**config.mk**
```make
export PLATFORM = sky130hd
export DESIGN_NAME = sbx_spi_unit
export DESIGN_NICKNAME = d
export VERILOG_FILES = /design/src/rtl/sbx_spi_pkg.sv /design/src/rtl/sbx_spi_sync.sv /design/src/rtl/sbx_spi_rate.sv /design/src/rtl/sbx_spi_engine.sv /design/src/rtl/sbx_spi_regs.sv /design/src/rtl/sbx_spi_unit.sv
export SDC_FILE = /design/constraint.sdc
export NUM_CORES = 1
export LEC_CHECK = 0
export ABC_CLOCK_PERIOD_IN_PS = 2100
export CAP_MARGIN = 20
export CORE_ASPECT_RATIO = 2
export CORE_UTILIZATION = 57
export CTS_BUF_LIST = sky130_fd_sc_hd__clkbuf_4 sky130_fd_sc_hd__clkbuf_8 sky130_fd_sc_hd__clkbuf_16
export DETAILED_ROUTE_END_ITERATION = 8
export DONT_BUFFER_PORTS = 1
export GPL_TIMING_DRIVEN = 0
export PLACE_DENSITY = 0.75
export SYNTH_ARGS = -nofsm -noshare
export SYNTH_HDL_FRONTEND = slang
export SYNTH_SLANG_ARGS = --single-unit
```
**constraint.sdc**
```tcl
create_clock -name clk -period 2.1 [get_ports clk]
set_clock_uncertainty 0.15 [all_clocks]
set_input_delay 0.105 -clock clk [delete_from_list [all_inputs] [get_ports clk]]
set_output_delay 0.105 -clock clk [all_outputs]
set_load 0.05 [all_outputs]
```
**src/rtl/sbx_spi_pkg.sv**
```systemverilog
`timescale 1ns/1ps
package sbx_spi_pkg;

   localparam int REG_W = 8;

   localparam logic [1:0] A_CTRL = 2'd0;
   localparam logic [1:0] A_STAT = 2'd1;
   localparam logic [1:0] A_DATA = 2'd2;

   typedef struct packed {
      logic [1:0] rate;
      logic       cpha;
      logic       cpol;
      logic       mstr;
      logic       lsb;
      logic       ie;
      logic       en;
   } spi_ctrl_t;

endpackage

```
**src/rtl/sbx_spi_sync.sv**
```systemverilog
`timescale 1ns/1ps
module sbx_spi_sync #(
   parameter int             W      = 1,
   parameter int             STAGES = 2,
   parameter logic [W-1:0]   RST    = '0
) (
   input  logic         clk,
   input  logic         rst_n,
   input  logic [W-1:0] d,
   output logic [W-1:0] q
);

   if (STAGES < 2) begin : g_bad_stages
      $error("sbx_spi_sync: STAGES must be at least 2");
   end

   logic [STAGES-1:0][W-1:0] stg;

   always_ff @(posedge clk or negedge rst_n) begin
      if (!rst_n) stg <= {STAGES{RST}};
      else        stg <= {stg[STAGES-2:0], d};
   end

   assign q = stg[STAGES-1];

endmodule

```
**src/rtl/sbx_spi_rate.sv**
```systemverilog
`timescale 1ns/1ps
module sbx_spi_rate #(
   parameter int DIV0 = 4,
   parameter int DIV1 = 16,
   parameter int DIV2 = 64,
   parameter int DIV3 = 128
) (
   input  logic       clk,
   input  logic       rst_n,
   input  logic       run,
   input  logic [1:0] sel,
   output logic       tick
);

   localparam int M01  = (DIV0 > DIV1) ? DIV0 : DIV1;
   localparam int M23  = (DIV2 > DIV3) ? DIV2 : DIV3;
   localparam int DMAX = (M01 > M23) ? M01 : M23;
   localparam int CW   = (DMAX > 2) ? $clog2(DMAX) : 1;

   if ((DIV0 < 2) || (DIV1 < 2) || (DIV2 < 2) || (DIV3 < 2) ||
       (DIV0 % 2 != 0) || (DIV1 % 2 != 0) || (DIV2 % 2 != 0) || (DIV3 % 2 != 0)) begin : g_bad_div
      $error("sbx_spi_rate: divisors must be even and at least 2");
   end

   logic [CW-1:0] cnt;
   logic [CW-1:0] lim;

   always_comb begin
      unique case (sel)
         2'd0:    lim = CW'(DIV0 / 2 - 1);
         2'd1:    lim = CW'(DIV1 / 2 - 1);
         2'd2:    lim = CW'(DIV2 / 2 - 1);
         default: lim = CW'(DIV3 / 2 - 1);
      endcase
   end

   // one tick per half SCK period; >= keeps it safe if sel moves mid-count
   assign tick = run && (cnt >= lim);

   always_ff @(posedge clk or negedge rst_n) begin
      if (!rst_n)                cnt <= '0;
      else if (!run || tick)     cnt <= '0;
      else                       cnt <= cnt + 1'b1;
   end

endmodule

```
**src/rtl/sbx_spi_engine.sv**
```systemverilog
`timescale 1ns/1ps
module sbx_spi_engine #(
   parameter int DATA_W = 8
) (
   input  logic              clk,
   input  logic              rst_n,
   input  logic              en,
   input  logic              mstr,
   input  logic              lsb,
   input  logic              cpol,
   input  logic              cpha,
   input  logic              load,
   input  logic [DATA_W-1:0] load_val,
   input  logic              tick,
   input  logic              abort,
   input  logic              s_sck,
   input  logic              s_ss_n,
   input  logic              s_mosi,
   input  logic              miso_i,
   output logic              m_run,
   output logic              busy,
   output logic              done,
   output logic [DATA_W-1:0] rx,
   output logic              sck_o,
   output logic              out_bit
);

   if (DATA_W < 2) begin : g_bad_w
      $error("sbx_spi_engine: DATA_W must be at least 2");
   end

   localparam int EDGES = 2 * DATA_W;
   localparam int EW    = $clog2(EDGES);

   logic [EW-1:0]     ecnt;
   logic              m_busy;
   logic              sck_lvl;
   logic              sck_prev;
   logic              done_q;
   logic [DATA_W-1:0] tx_q;
   logic [DATA_W-1:0] rx_q;

   logic slv_edge, ev, leading, smp, shf, last, kill, start, din;

   assign slv_edge = en && !mstr && !s_ss_n && (s_sck != sck_prev);
   assign ev       = mstr ? (m_busy && tick) : slv_edge;
   assign leading  = ~ecnt[0];
   assign smp      = leading ^ cpha;
   assign shf      = !smp && (ecnt != '0);
   assign last     = (ecnt == EW'(EDGES - 1));
   assign busy     = m_busy || (ecnt != '0);
   assign kill     = !en || abort || (!mstr && s_ss_n);
   assign start    = load && en && mstr && !busy;
   assign din      = mstr ? miso_i : s_mosi;

   always_ff @(posedge clk or negedge rst_n) begin
      if (!rst_n) begin
         ecnt     <= '0;
         m_busy   <= 1'b0;
         sck_lvl  <= 1'b0;
         sck_prev <= 1'b0;
         done_q   <= 1'b0;
         tx_q     <= '0;
         rx_q     <= '0;
      end else begin
         sck_prev <= s_sck;
         done_q   <= 1'b0;
         if (load && !busy) tx_q <= load_val;
         if (kill) begin
            ecnt    <= '0;
            m_busy  <= 1'b0;
            sck_lvl <= 1'b0;
         end else begin
            if (start) m_busy <= 1'b1;
            if (ev) begin
               ecnt <= last ? '0 : ecnt + 1'b1;
               if (mstr) sck_lvl <= ~sck_lvl;
               if (smp)
                  rx_q <= lsb ? {din, rx_q[DATA_W-1:1]} : {rx_q[DATA_W-2:0], din};
               if (shf)
                  tx_q <= lsb ? {1'b0, tx_q[DATA_W-1:1]} : {tx_q[DATA_W-2:0], 1'b0};
               if (last) begin
                  done_q <= 1'b1;
                  m_busy <= 1'b0;
               end
            end
         end
      end
   end

   assign m_run   = m_busy;
   assign done    = done_q;
   assign rx      = rx_q;
   assign sck_o   = (en && mstr) ? (cpol ^ sck_lvl) : cpol;
   assign out_bit = lsb ? tx_q[0] : tx_q[DATA_W-1];

   // generated clock rests at its idle level between master bytes
   p_idle_sck_r4: assert property (@(posedge clk) disable iff (!rst_n)
      !m_busy |-> (sck_o == cpol));

   // disabling the block leaves nothing in flight
   p_off_idle_r2: assert property (@(posedge clk) disable iff (!rst_n)
      !en |=> !busy);

   // a deselected slave holds its edge count at zero
   p_deselect_r8: assert property (@(posedge clk) disable iff (!rst_n)
      (!mstr && s_ss_n) |=> (ecnt == '0));

   // completion is a single-cycle event
   p_done_pulse_r6: assert property (@(posedge clk) disable iff (!rst_n)
      done_q |=> !done_q);

endmodule

```
**src/rtl/sbx_spi_regs.sv**
```systemverilog
`timescale 1ns/1ps
module sbx_spi_regs
   import sbx_spi_pkg::*;
(
   input  logic             clk,
   input  logic             rst_n,
   input  logic             wr,
   input  logic             rd,
   input  logic [1:0]       addr,
   input  logic [REG_W-1:0] wdata,
   input  logic             done,
   input  logic [REG_W-1:0] rx,
   input  logic             fault_req,
   input  logic             ack,
   output spi_ctrl_t        ctrl,
   output logic [REG_W-1:0] rdata,
   output logic             flag,
   output logic             fault,
   output logic             data_wr
);

   logic [REG_W-1:0] rbuf;
   logic             armed;
   logic             data_acc;
   logic             clr;

   assign fault    = fault_req && ctrl.en && ctrl.mstr;
   assign data_acc = (wr || rd) && (addr == A_DATA);
   assign data_wr  = wr && (addr == A_DATA);
   assign clr      = ack || (armed && data_acc);

   always_ff @(posedge clk or negedge rst_n) begin
      if (!rst_n) begin
         ctrl  <= '0;
         rbuf  <= '0;
         flag  <= 1'b0;
         armed <= 1'b0;
      end else begin
         if (wr && (addr == A_CTRL)) ctrl <= spi_ctrl_t'(wdata);
         if (fault)                  ctrl.mstr <= 1'b0;
         if (done)                   rbuf <= rx;
         if (done || fault)          flag <= 1'b1;
         else if (clr)               flag <= 1'b0;
         if (clr)                                       armed <= 1'b0;
         else if (rd && (addr == A_STAT) && flag)       armed <= 1'b1;
      end
   end

   always_comb begin
      unique case (addr)
         A_CTRL:  rdata = ctrl;
         A_STAT:  rdata = {flag, {(REG_W-1){1'b0}}};
         A_DATA:  rdata = rbuf;
         default: rdata = '0;
      endcase
   end

   // a fault drops master mode and raises the flag
   p_fault_r9: assert property (@(posedge clk) disable iff (!rst_n)
      fault |=> (!ctrl.mstr && flag));

   // the flag only rises from a completed byte or a fault
   p_flag_src_r6: assert property (@(posedge clk) disable iff (!rst_n)
      $rose(flag) |-> $past(done || fault));

   // acknowledge clears the flag
   p_ack_r12: assert property (@(posedge clk) disable iff (!rst_n)
      (ack && !done && !fault) |=> !flag);

   // a data access without a prior status read keeps the flag
   p_keep_r11: assert property (@(posedge clk) disable iff (!rst_n)
      (flag && !armed && data_acc && !ack) |=> flag);

endmodule

```
**src/rtl/sbx_spi_unit.sv**
```systemverilog
`timescale 1ns/1ps
module sbx_spi_unit
   import sbx_spi_pkg::*;
#(
   parameter int DIV0        = 4,
   parameter int DIV1        = 16,
   parameter int DIV2        = 64,
   parameter int DIV3        = 128,
   parameter int SYNC_STAGES = 2
) (
   input  logic             clk,
   input  logic             rst_n,
   input  logic             bus_wr,
   input  logic             bus_rd,
   input  logic [1:0]       bus_addr,
   input  logic [REG_W-1:0] bus_wdata,
   output logic [REG_W-1:0] bus_rdata,
   input  logic             gie_i,
   input  logic             irq_ack_i,
   output logic             irq_o,
   input  logic             ss_is_input_i,
   input  logic             ss_n_i,
   input  logic             sck_i,
   output logic             sck_o,
   input  logic             mosi_i,
   output logic             mosi_o,
   input  logic             miso_i,
   output logic             miso_o
);

   spi_ctrl_t        ctrl;
   logic             s_sck, s_ss_n, s_mosi;
   logic             flag, fault, data_wr, done, tick, m_run, busy, out_bit;
   logic [REG_W-1:0] rx;

   sbx_spi_sync #(.W(3), .STAGES(SYNC_STAGES), .RST(3'b010)) u_sync (
      .clk   (clk),
      .rst_n (rst_n),
      .d     ({mosi_i, ss_n_i, sck_i}),
      .q     ({s_mosi, s_ss_n, s_sck})
   );

   sbx_spi_regs u_regs (
      .clk       (clk),
      .rst_n     (rst_n),
      .wr        (bus_wr),
      .rd        (bus_rd),
      .addr      (bus_addr),
      .wdata     (bus_wdata),
      .done      (done),
      .rx        (rx),
      .fault_req (ss_is_input_i && !s_ss_n),
      .ack       (irq_ack_i),
      .ctrl      (ctrl),
      .rdata     (bus_rdata),
      .flag      (flag),
      .fault     (fault),
      .data_wr   (data_wr)
   );

   sbx_spi_rate #(.DIV0(DIV0), .DIV1(DIV1), .DIV2(DIV2), .DIV3(DIV3)) u_rate (
      .clk   (clk),
      .rst_n (rst_n),
      .run   (m_run),
      .sel   (ctrl.rate),
      .tick  (tick)
   );

   sbx_spi_engine #(.DATA_W(REG_W)) u_eng (
      .clk      (clk),
      .rst_n    (rst_n),
      .en       (ctrl.en),
      .mstr     (ctrl.mstr),
      .lsb      (ctrl.lsb),
      .cpol     (ctrl.cpol),
      .cpha     (ctrl.cpha),
      .load     (data_wr),
      .load_val (bus_wdata),
      .tick     (tick),
      .abort    (fault),
      .s_sck    (s_sck),
      .s_ss_n   (s_ss_n),
      .s_mosi   (s_mosi),
      .miso_i   (miso_i),
      .m_run    (m_run),
      .busy     (busy),
      .done     (done),
      .rx       (rx),
      .sck_o    (sck_o),
      .out_bit  (out_bit)
   );

   assign mosi_o = out_bit;
   assign miso_o = out_bit;
   assign irq_o  = ctrl.ie && flag && gie_i;

   // a request is never raised while globally masked
   p_irq_gate_r10: assert property (@(posedge clk) disable iff (!rst_n)
      !gie_i |-> !irq_o);

   // a disabled block never leaves the clock idle level
   p_off_sck_r2: assert property (@(posedge clk) disable iff (!rst_n)
      (!ctrl.en && !busy) |-> (sck_o == ctrl.cpol));

endmodule

```
Word-level counts from Yosys, hierarchy flattened
Index checks and enable logic that the tools add are counted.
- bitwise gates (word level): 5
- magnitude comparators: 1
- add/subtract/negate cells: 2
- eq/ne operators: 6
- reduce and logical (&&, ||, !) cells: 46
- muxes and demuxes: 32
- operators by type and width (operator ; count):
    $mux W8 ; 6
    $pmux W8 S3 ; 1
    $logic_and A1 B1 Y1 ; 23
    $mux W1 ; 19
    $pmux W6 S3 ; 1
    $mux W4 ; 4
    $reduce_bool A2 Y1 ; 5
    $add A7 B1 Y7 const B ; 1
    $ge A7 B6 Y1 ; 1
    $logic_or A1 B1 Y1 ; 7
    $mux W7 ; 1
    $logic_not A1 Y1 ; 6
    $add A4 B1 Y4 const B ; 1
    $eq A2 B1 Y1 const B ; 2
    $eq A2 B2 Y1 const B ; 2
    $eq A4 B4 Y1 const B ; 1
    $logic_not A2 Y1 ; 2
    $reduce_bool A4 Y1 ; 1
    $not A1 Y1 ; 3
    $reduce_and A3 Y1 ; 1
    $reduce_and A2 Y1 ; 1
    $xor A1 B1 Y1 ; 2
    $ne A1 B1 Y1 ; 1
- bits of input ports: 21
- bits in registers: 55
- output and inout bits: 12
- logic and storage cells: 112

Depth between registers and ports, before layout
- word-level depth: 9
- mapped depth: 8
- mapped depth without buffers: 7

By module
From an unflattened synthesis, not the netlist that was laid out.
- cell total of the unflattened synthesis: 231
- area, all modules: 2813.9 um2
- modules (own cells, without submodules) (module ; seq. area each (um2) ; times used ; cells each ; area an instance (um2)):
    sbx_spi_engine ; 600.6 ; 1 ; 112 ; 1352.5
    sbx_spi_regs ; 450.4 ; 1 ; 66 ; 843.3
    sbx_spi_rate ; 175.2 ; 1 ; 41 ; 422.9
    sbx_spi_sync ; 152.6 ; 1 ; 9 ; 175.2
    sbx_spi_unit ; 0.0 ; 1 ; 3 ; 20.0

Worst setup path before layout
OpenSTA, ideal clock, no wires.
- path type: flip-flop to flip-flop
- start: register u_regs.ctrl[7] (netlist name)
- end: register u_eng.rx_q[0] (netlist: u_eng.rx[0])
- cell stages (with the launch flop): 8
- setup time: 125 ps
- data required time: 1825 ps
- setup slack: -243 ps
- clock period less this slack: 2343 ps
- data arrival time: 2069 ps
- buffers on the path: 0
- cells stage by stage: dfrtp_1 -> nand2_1 -> ha_1 -> inv_1 -> o31ai_1 -> o211ai_4 -> a21oi_4 -> mux2_2
- cells in the longest elaborated chain, start to end: 7
- elaborated cells between the ends (all ways): 9
- those cells by class: order compare: 1; eq/ne: 2; mux: 2; reduce/logical: 4
- RTL lines (what ; RTL line ; source):
    $eq A2 B2 Y1, or another cell as far along ; sbx_spi_rate.sv:29 ; unique case (sel)
    $pmux W6 S3 (*) ; sbx_spi_rate.sv:29 ;
    $ge A7 B6 Y1 (*) ; sbx_spi_rate.sv:38 ; assign tick = run && (cnt >= lim);
    $logic_and A1 B1 Y1 (*) ; sbx_spi_rate.sv:38 ;
    $logic_and A1 B1 Y1 (*) ; sbx_spi_engine.sv:46 ; assign ev = mstr ? (m_busy && tick) : slv_edge;
    $mux W1 (*) ; sbx_spi_engine.sv:46 ;
    $reduce_and A3 Y1 (no source line) (*) ; n/a ;
    end signal, assigned ; sbx_spi_engine.sv:79 ; rx_q <= lsb ? {din, rx_q[DATA_W-1:1]} : {rx_q[DATA_W-2:0], din};
    end, declared ; sbx_spi_engine.sv:41 ; logic [DATA_W-1:0] rx_q;
Mark *: on every way between the ends. The rest lies on a longest branch, timed or not.
A chain may end at the register's enable or synchronous reset.

Worst setup path after layout
- start: register u_regs.ctrl[7] (netlist name)
- end: register u_eng.rx_q[6] (netlist: u_eng.rx[6])
- cells in the longest elaborated chain, start to end: 7
- elaborated cells between the ends (all ways): 9
- those cells by class: order compare: 1; eq/ne: 2; mux: 2; reduce/logical: 4
- RTL lines (what ; RTL line):
    $eq A2 B2 Y1, or another cell as far along ; sbx_spi_rate.sv:29
    $pmux W6 S3 (*) ; sbx_spi_rate.sv:29
    $ge A7 B6 Y1 (*) ; sbx_spi_rate.sv:38
    $logic_and A1 B1 Y1 (*) ; sbx_spi_rate.sv:38
    $logic_and A1 B1 Y1 (*) ; sbx_spi_engine.sv:46
    $mux W1 (*) ; sbx_spi_engine.sv:46
    $reduce_and A3 Y1 (no source line) (*) ; n/a
Marks and branches as above.

==> flow_summary.ini <==
[floorplan]
die_x_um = 51.5
ios = 33
die_h_um = 101
fp-row-count = 35
core_area_um2 = 4640
initial_core_util_pct = 60.3
die_area_um2 = 5210

[worst_setup_path]
crit_end = u_eng.rx[6]
r2r_start = u_regs.ctrl[7]
endpoint_kind = flip-flop
r2r-end = u_eng.rx[6]
crit_start = u_regs.ctrl[7]
slowest_delay_ns = 0.46
critPathTopFamily = compound AO/OA/AOI/OAI gates
path_depth = 8
critPathLaunchType = flip-flop
crit_slowest_cell = dfrtp_2
rrSetupSlack_ns = -0.22
r2r.worst_path.cells = 8
cp.arrival_ns = 2.37
cp.required_ns = 2.15
crit_chain = nand2_1, ha_1, inv_1, o31ai_4, o211ai_4, a21oi_4, buf_12, mux2_2
worstPathMaxFanout = 8
critPathKind = flip-flop to flip-flop
path_buf_inv = 2

[timing]
setup_tns_ns = -4.10
finalHoldViolations = 0
drv_slew = 0
fin_ws_ns = -0.219
max_freq_mhz = 431
period_needed_ns = 2.32
finalCritPeriodShare_pct = 110
setup_violations = 28
max_slew_margin_pct = 41.7
fin_hold_ws_ns = 0.0448
rsz0062_at_grt = true
worst_slew_pin_slew_ns = 0.872

[status]
outcome = finished with violations
violations = negative setup slack

[final_layout]
nFillCells = 339
drive_above_1_share_pct = 30.2
fin_cells = 336
utilization_pct = 73.9
antenna_cells = 0
stdcell_area_um2 = 3430
nets = 307
areaGrowthSynthToFinish_pct = 22.7

[yosys]
synthSimpleGateAreaFrac_pct = 12.7
synth.avg_cell_area_um2 = 11.6
synth_area_leaders = dfrtp_1, mux2_2, mux2i_1, nor2_1, ha_1
syn-num-nets = 269
synth_edf_count = 0
synth_compound_gate_area_share_pct = 7.33
yosysTopAreaCellShare_pct = 47.4
synth_area_um2 = 2800
synth_top_family_by_area = multiplexers
ys_ff_latch = 55
synth_commonest_cells = dfrtp_1, mux2i_1, mux2_2
synthMuxAreaShare_pct = 23.2
synthFlopType = dfrtp_1
yosys.area_share.adder_pct = 2.68
yosys.cell_count.top_type = dfrtp_1
yosysSeqAreaShare_pct = 49.3
synth_top_cell_by_area = dfrtp_1
ys_warn_count = 0
synthesis.instances = 242
ys_types = 41
synth-xor-area-share_pct = 2.50
ys_async_sr_fraction_pct = 100

[detailed_routing]
drtAntennaViolNets = 0
vias = 1985
first_iter_violations = 44
avgViaCountPerCell = 5.91
wl_per_cell_um = 18.6
drt_wl_total_mm = 6.26
drcViolationCount = 0
firstDrtPassIters = 4

[placement]
dp_cells = 297
dpl.hpwl_mm = 4.06
port_buffers = 0
place_area_um2 = 2890
gp_congestion = 0.870

[global_route]
track_usage_pct = 26.5
grt_pass1_vias = 2101
grt_max_degree = 56
grt_pass1_wl_mm = 9.94
grt_remaining_overflow = 0
antenna_found_initial = 0

[run]
cap_viol_max_count = 0

[cts]
htree_num_levels = 2
cts_tree = built
clkSinkCount = 55
root_buffer = clkbuf_8
clk_path_buf_depth = 2
numCtsBuffers = 5
clk_latency_ns = 0.31
clk_pin_slew_ns = 0.10

[worst_hold_path]
hold_path.class = input port to flip-flop

[power]
ir_worst_vdd_mv = 0.683
p_leak_nw = 1.55
power.density_nw_per_um2 = 707
## final cells by class
type | count | area [um^2] | share of cell area, %
Buffer | 8 | 38.8 | 1.13
Clock buffer | 7 | 83.8 | 2.44
Clock inverter | 1 | 8.76 | 0.255
Inverter | 6 | 22.5 | 0.656
Multi-Input combinational cell | 171 | 1490 | 43.3
Sequential cell | 55 | 1380 | 40.3
Tap cell | 55 | 68.8 | 2.01
Timing Repair Buffer | 33 | 339 | 9.88
## layout by cell type (no fill, tap or decap), types with 3 or more instances in the layout
master / n
mux2i_1: 31
clkbuf_1: 4
dfrtp_1: 50
nor2_1: 21
mux2_2: 27
a21oi_1: 6
ha_1: 4
inv_1: 6
nand2_1: 13
dfrtp_2: 3
xnor2_1: 4
buf_4: 14
xor2_1: 3
o21ai_0: 4
dlygate4sd3_1: 17
clkbuf_8: 5
mux2_4: 3
and3_1: 5
nand3_1: 10
## cells by family (layout without fill, tap and decap cells)
kind of cell	Yosys count	count (layout)
xor+xnor	8	8
fa+ha+maj	6	6
flops	55	55
compound gates	26	26
simple gates	70	70
buf+inv	16	55
mux	61	61
## state kept, by name, indices dropped and copies added (netlist names)
register,flops
u_eng.rx,8
u_eng.tx_q,8
u_regs.ctrl,8
u_regs.rbuf,8
u_rate.cnt,7
u_eng.ecnt,4
u_sync.q,3
u_sync.stg,3
u_eng.done,1
u_eng.m_run,1
u_eng.sck_lvl,1
u_eng.sck_prev,1
u_regs.armed,1
u_regs.flag,1
## layer usage
layer	up-vias	GRT usage [%]	routed length [um]
met3	15	4.98	232
met4	0	13.9	219
li1	929	-	-
met1	992	27.6	2330
met5	-	0	0
met2	49	48.3	3480
## metrics by stage
stage          setup slack [ns]  total power [mW]
2_1_floorplan            -0.173              1.60
3_3_place_gp             -0.411              1.68
3_5_place_dp             -0.426              1.69
4_1_cts                  -0.173              2.40
5_1_grt                  -0.305              2.52
6_report                 -0.219              2.43
## report_power, final
group,internal (mW),switching (mW)
Combinational,0.247,0.338
Clock,0.267,0.341
Sequential,1.15,0.0852
Total,1.66,0.765
## how the worst min path moves through the flow
stage          cells after the start  startpoint  slack (ns)        endpoint
3_3_place_gp                       0       rst_n       -0.34  u_eng.sck_prev
4_1_cts                            3      miso_i        0.05     u_eng.rx[0]
6_report                           3      miso_i        0.04     u_eng.rx[0]
2_1_floorplan                      0       rst_n       -0.34      u_eng.done
5_1_grt                            3      miso_i        0.11     u_eng.rx[7]
3_5_place_dp                       0       rst_n       -0.34     u_sync.q[0]
## tightest hold or removal path, stage by stage
cell and delay (ns):
mux2i_1 0.08, o21ai_0 0.15, mux2_2 0.14
## timing repair
action                                 in CTS  in global routing
gates resized for setup                    23                  4
pin swaps                                   9                  6
setup buffers                               9                  6
endpoints found under the hold margin      77                  0
hold buffers                               18                  0
setup endpoints to repair                  27                 31
(Power assumes the default switching activity.)
